$ cat src/rtl/intr_aggregator_pkg.sv
package intr_aggregator_pkg;

    typedef enum logic [2:0] {
        SEL_FLAGS  = 3'd0,
        SEL_FORCE  = 3'd1,
        SEL_EN_SET = 3'd2,
        SEL_EN_CLR = 3'd3,
        SEL_MSTAT  = 3'd4
    } reg_sel_e;

endpackage

$ cat src/rtl/aggr_flag_bank.sv
module aggr_flag_bank #(
    parameter int NUM_FLAGS = 8,
    parameter int NUM_ENG   = 4,
    parameter int IDX_W     = 3
) (
    input  logic                     clk,
    input  logic                     rst_n,
    input  logic [NUM_FLAGS-1:0]     clr_mask,
    input  logic [NUM_FLAGS-1:0]     force_mask,
    input  logic [NUM_ENG-1:0]       eng_vld,
    input  logic [NUM_ENG*IDX_W-1:0] eng_idx,
    output logic [NUM_FLAGS-1:0]     flags_q
);
    logic [NUM_FLAGS-1:0] eng_hit [NUM_ENG];
    logic [NUM_FLAGS-1:0] eng_any;
    logic [NUM_FLAGS-1:0] flags_d;

    for (genvar e = 0; e < NUM_ENG; e++) begin : g_eng
        always_comb begin
            eng_hit[e] = '0;
            if (eng_vld[e]) begin
                eng_hit[e][eng_idx[e*IDX_W +: IDX_W]] = 1'b1;
            end
        end
    end

    always_comb begin
        eng_any = '0;
        for (int e = 0; e < NUM_ENG; e++) begin
            eng_any = eng_any | eng_hit[e];
        end
        // set sources are applied after the clear, so a set wins
        flags_d = (flags_q & ~clr_mask) | force_mask | eng_any;
    end

    always_ff @(posedge clk) begin
        if (!rst_n) flags_q <= '0;
        else        flags_q <= flags_d;
    end
endmodule

$ cat src/rtl/aggr_enable_reg.sv
module aggr_enable_reg #(
    parameter int RAW_W = 12
) (
    input  logic             clk,
    input  logic             rst_n,
    input  logic             set_en,
    input  logic             clr_en,
    input  logic [RAW_W-1:0] mask,
    output logic [RAW_W-1:0] en_q
);
    always_ff @(posedge clk) begin
        if (!rst_n)      en_q <= '0;
        else if (set_en) en_q <= en_q | mask;
        else if (clr_en) en_q <= en_q & ~mask;
    end
endmodule

$ cat src/rtl/aggr_irq_merge.sv
module aggr_irq_merge #(
    parameter int NUM_CHAN       = 4,
    parameter int NUM_LINE_FLAGS = 4,
    parameter int RAW_W          = 2*NUM_CHAN + NUM_LINE_FLAGS
) (
    input  logic                      clk,
    input  logic                      rst_n,
    input  logic [NUM_CHAN-1:0]       rx_nempty,
    input  logic [NUM_CHAN-1:0]       tx_nfull,
    input  logic [NUM_LINE_FLAGS-1:0] line_flags,
    input  logic [RAW_W-1:0]          en_q,
    output logic [RAW_W-1:0]          mstat,
    output logic                      irq_q
);
    logic [RAW_W-1:0] raw;

    always_comb begin
        raw   = {line_flags, tx_nfull, rx_nempty};
        mstat = raw & en_q;
    end

    always_ff @(posedge clk) begin
        if (!rst_n) irq_q <= 1'b0;
        else        irq_q <= |mstat;
    end
endmodule

$ cat src/rtl/intr_aggregator.sv
module intr_aggregator
    import intr_aggregator_pkg::*;
#(
    parameter int NUM_CHAN       = 4,
    parameter int NUM_ENG        = 4,
    parameter int NUM_FLAGS      = 8,
    parameter int NUM_LINE_FLAGS = 4,
    localparam int RAW_W         = 2*NUM_CHAN + NUM_LINE_FLAGS,
    localparam int IDX_W         = $clog2(NUM_FLAGS)
) (
    input  logic                     clk,
    input  logic                     rst_n,
    input  logic                     bus_wr,
    input  logic [2:0]               bus_addr,
    input  logic [RAW_W-1:0]         bus_wdata,
    output logic [RAW_W-1:0]         bus_rdata,
    input  logic [NUM_CHAN-1:0]      rx_nempty,
    input  logic [NUM_CHAN-1:0]      tx_nfull,
    input  logic [NUM_ENG-1:0]       eng_set_vld,
    input  logic [NUM_ENG*IDX_W-1:0] eng_set_idx,
    output logic                     irq_o
);
    reg_sel_e             sel;
    logic [NUM_FLAGS-1:0] clr_mask, force_mask, flags_q;
    logic                 en_set, en_clr;
    logic [RAW_W-1:0]     en_q, mstat;

    always_comb begin
        sel        = reg_sel_e'(bus_addr);
        clr_mask   = (bus_wr && sel == SEL_FLAGS) ? bus_wdata[NUM_FLAGS-1:0] : '0;
        force_mask = (bus_wr && sel == SEL_FORCE) ? bus_wdata[NUM_FLAGS-1:0] : '0;
        en_set     = bus_wr && sel == SEL_EN_SET;
        en_clr     = bus_wr && sel == SEL_EN_CLR;
    end

    aggr_flag_bank #(.NUM_FLAGS(NUM_FLAGS), .NUM_ENG(NUM_ENG), .IDX_W(IDX_W)) u_flags (
        .clk(clk), .rst_n(rst_n), .clr_mask(clr_mask), .force_mask(force_mask),
        .eng_vld(eng_set_vld), .eng_idx(eng_set_idx), .flags_q(flags_q)
    );

    aggr_enable_reg #(.RAW_W(RAW_W)) u_en (
        .clk(clk), .rst_n(rst_n), .set_en(en_set), .clr_en(en_clr),
        .mask(bus_wdata), .en_q(en_q)
    );

    aggr_irq_merge #(.NUM_CHAN(NUM_CHAN), .NUM_LINE_FLAGS(NUM_LINE_FLAGS), .RAW_W(RAW_W)) u_merge (
        .clk(clk), .rst_n(rst_n), .rx_nempty(rx_nempty), .tx_nfull(tx_nfull),
        .line_flags(flags_q[NUM_LINE_FLAGS-1:0]), .en_q(en_q), .mstat(mstat), .irq_q(irq_o)
    );

    always_comb begin
        bus_rdata = '0;
        case (sel)
            SEL_FLAGS:              bus_rdata[NUM_FLAGS-1:0] = flags_q;
            SEL_EN_SET, SEL_EN_CLR: bus_rdata = en_q;
            SEL_MSTAT:              bus_rdata = mstat;
            default:                bus_rdata = '0;
        endcase
    end
endmodule

$ cat config.mk
export PLATFORM = sky130hd
export DESIGN_NAME = intr_aggregator
export DESIGN_NICKNAME = d
export VERILOG_FILES = /design/src/rtl/intr_aggregator_pkg.sv /design/src/rtl/aggr_flag_bank.sv /design/src/rtl/aggr_enable_reg.sv /design/src/rtl/aggr_irq_merge.sv /design/src/rtl/intr_aggregator.sv
export SDC_FILE = /design/constraint.sdc
export NUM_CORES = 1
export LEC_CHECK = 0
export CELL_PAD_IN_SITES_DETAIL_PLACEMENT = 0
export CELL_PAD_IN_SITES_GLOBAL_PLACEMENT = 1
export CORE_ASPECT_RATIO = 0.8
export CORE_MARGIN = 2
export CORE_UTILIZATION = 33
export CTS_CLUSTER_SIZE = 24
export DETAILED_ROUTE_END_ITERATION = 12
export PLACE_DENSITY = 0.84
export SYNTH_ARGS = -nofsm -noshare
export SYNTH_HDL_FRONTEND = slang
export SYNTH_HIERARCHICAL = 1
export SYNTH_SLANG_ARGS = --single-unit
$ cat constraint.sdc
create_clock -name clk -period 1.6 [get_ports clk]
set_input_delay 0.16 -clock clk [delete_from_list [all_inputs] [get_ports clk]]
set_output_delay 0.16 -clock clk [all_outputs]
set_load 0.02 [all_outputs]
==> results.py, run 1 <==
metrics = {
    "timing": {
        "worstMarginPinSlew_ps": 532.2,
        "slew_violations": 0,
        "fmax_ghz": 0.6459,
        "min_period_ps": 1548,
        "maxSlewHeadroom_pct": 64.02,
        "setup_viol": 0,
        "fin_crit_sh_pct": 96.77,
        "fin_setup_tns_ps": 0,
        "whs_ps": 508.5,
        "finClkSkew_ps": 8.176,
        "hold_viol": 0,
    },
    "grt": {
        "grt_overflow": 0,
        "antenna_found_initial": 0,
        "first_global_vias": 1794,
        "grt_max_degree": 28,
        "gr-usage-all-layers_pct": 20.23,
        "grt_pass1_wl_um": 9045,
    },
    "worst_setup_path": {
        "worstPathCellList": "dlygate4sd2_1 -> buf_4 -> nor4b_2 -> a221o_1 -> clkdlybuf4s15_2",
        "cp_slowest_cell": "dlygate4sd2_1",
        "crit_family": "buffers and inverters",
        "cp.buffers_inverters": 3,
        "critPathKind": "input pin to primary output",
        "arrival_ps": 1390,
        "endpoint_kind": "primary output",
        "max_stage_delay_ps": 300,
        "reg2reg_setup_slack_ps": 410,
        "worst_ep_required_time_ps": 1440,
        "critPathMaxFanout": 5,
        "worst_setup_path_start_kind": "input pin",
    },
    "yosys": {
        "synth-edff-count": 0,
        "async_reset_ff_share_pct": 0,
        "syn_inst": 192,
        "synth-seq-area-share_pct": 25.47,
        "synth_top_area_share_pct": 25.47,
        "ys.flop_type": "dfxtp_1",
        "synth_fp_nets": 234,
        "synth.cell_area_um2": 1650,
        "ys_seq_elements": 21,
        "synthTopCellsByArea": "dfxtp_1, and3_1, nor4b_1",
        "ys_warn_count": 6,
        "syn_area_per_cell_um2": 8.595,
        "yosys.area.top_type": "dfxtp_1",
        "synth_cell_types": 33,
    },
    "floorplan": {
        "fp.dieH_um": 67.25,
        "die_x_um": 83.07,
        "fp.coreArea_um2": 4707,
        "row_count": 22,
        "initial_utilization_pct": 35.06,
        "die_area_um2": 5586,
        "boundaryPins": 55,
    },
    "clocking": {
        "root_buffer": "clkbuf_8",
        "clk_latency_ps": 270,
        "cts_setup_buffers": 0,
        "cts_buffer_depth": 2,
        "clock-sinks": 21,
        "cts_tree": "built",
        "cts_max_level": 1,
        "cts_inserted_buffers": 3,
        "clk_pin_slew_ps": 80,
    },
    "finish": {
        "n_fill_cell": 431,
        "layout_commonest_cell": "clkdlybuf4s50_1",
        "area_growth_pct": 57.09,
        "drive_above_1_share_pct": 25.27,
        "final_nets": 320,
        "diodes": 0,
        "final_cell_mix": "clkdlybuf4s50_1, and3_1, buf_4, dfxtp_1, nand2_1",
        "fin_cells": 337,
    },
    "hold_path": {
        "hp-class": "register to register",
    },
    "place": {
        "hpwl_um": 4285,
        "placed_cells": 330,
        "gp_congestion": 0.8667,
        "port_buffers": 54,
    },
    "power": {
        "clkPwrFrac_pct": 27.0,
        "total_power_mw": 1.348,
        "p_leak_nw": 1.078,
        "internal-power_mw": 0.9524,
        "peakVddDrop_mv": 0.3682,
        "powerDensity_nw_per_um2": 520.0,
        "pwr-share-seq_pct": 42.6,
        "power_switching_mw": 0.3956,
        "p_sw_share_pct": 29.35,
        "power_frac_comb_pct": 30.4,
    },
    "drt": {
        "antenna_left": 0,
        "postRouteWirelength_um": 5665,
        "vias_per_cell": 5.703,
        "drt_iter0_markers": 158,
        "wl_per_cell_um": 16.81,
        "drc": 0,
        "num_vias": 1922,
        "drtPass1Iterations": 4,
    },
    "status": {
        "status": "finished, final reports clean",
    },
    "run": {
        "max-cap-violations": 0,
    },
}
==> synth_stat cells (3+ instances only) <==
cell,n
nand3_1,5
a221oi_1,3
nor2b_1,7
nor3_1,3
inv_1,7
a32o_1,4
nand4b_1,9
dfxtp_1,21
and2_1,8
and2_4,4
nor2_1,7
a31o_1,10
nor4bb_1,4
a41oi_1,3
nor4b_1,11
and3_1,33
buf_6,4
buf_4,3
nand2_1,12
a221o_1,8
nand4_1,4
a21oi_1,5
==> logic make-up after synthesis <==
logic type / after synthesis / synth area share (%)
AO/OA/AOI/OAI: 40 / 20.85
buffers and inverters: 16 / 6.141
flip-flops: 21 / 25.47
AND/OR/NAND/NOR: 115 / 47.54
==> cell type report <==
class                      instances  area (um2)  area share [%]
multi-input combinational        156        1199           46.24
timing repair buffer              89       825.8           31.85
sequential                        21       420.4           16.22
tap                               60       75.07           2.896
clock buffer                       3       41.29           1.593
inverter                           7       26.28           1.014
clock inverter                     1       5.005          0.1930
==> per-layer routing <==
metal / GRT usage, % / routed length, um
met1: 30.06 / 2753
met2: 30.54 / 2499
met3: 3.301 / 333
met4: 4.713 / 78
met5: 0 / 0
==> final timing paths <==
| check | from | endpoint | cells after the start |
|---|---|---|---|
| setup / recovery | bus_addr[0] | bus_rdata[1] | 5 |
| hold / removal | register | register | 1 |
| setup reg to reg | register | u_merge/irq_q | 4 |
| hold reg to reg | register | register | 1 |
==> stage by stage <==
stage | setup WS [ps] | util (%) | instance area (um2)
floorplan | 358.6 | - | 1650
global placement | -475.2 | 52.07 | 2451
detailed placement | -526.0 | 52.07 | 2451
CTS | 29.08 | 54.52 | 2566
global route | -20.65 | 55.08 | 2592
finish | 51.66 | 55.08 | 2592
==> worst register-to-register path, stage by stage, from the launching register on <==
cell	delay [ps]
dfxtp_1	340
and2_4	140
buf_4	120
nor4_2	300
a41oi_1	160
==> timing repair <==
action,CTS,global route
gates cloned,3,0
setup endpoints to repair,32,15
pin swaps,0,0
hold buffers,0,0
gates resized for setup,41,5
==> power groups by stage <==
stage               Combinational (mW)  Clock (mW)  Sequential [mW]
floorplan                        0.157           0            0.575
global route                     0.441       0.394            0.577
CTS                              0.400       0.365            0.574
finish                           0.410       0.364            0.574
detailed placement               0.385           0            0.585
global placement                 0.380           0            0.585
Note: power is estimated with default switching activity, not from simulation.
==> inputs of run 2 (changes only) <==
--- a/config.mk
+++ b/config.mk
@@ -5,6 +5,7 @@
 export SDC_FILE = /design/constraint.sdc
 export NUM_CORES = 1
 export LEC_CHECK = 0
+export ABC_CLOCK_PERIOD_IN_PS = 1600
 export CELL_PAD_IN_SITES_DETAIL_PLACEMENT = 0
 export CELL_PAD_IN_SITES_GLOBAL_PLACEMENT = 1
 export CORE_ASPECT_RATIO = 0.8
@@ -17,3 +18,4 @@
 export SYNTH_HDL_FRONTEND = slang
 export SYNTH_HIERARCHICAL = 1
 export SYNTH_SLANG_ARGS = --single-unit
+export TNS_END_PERCENT = 5
==> results of run 2 <==
The final DEF is identical to that of run 1; final timing and power are the same.
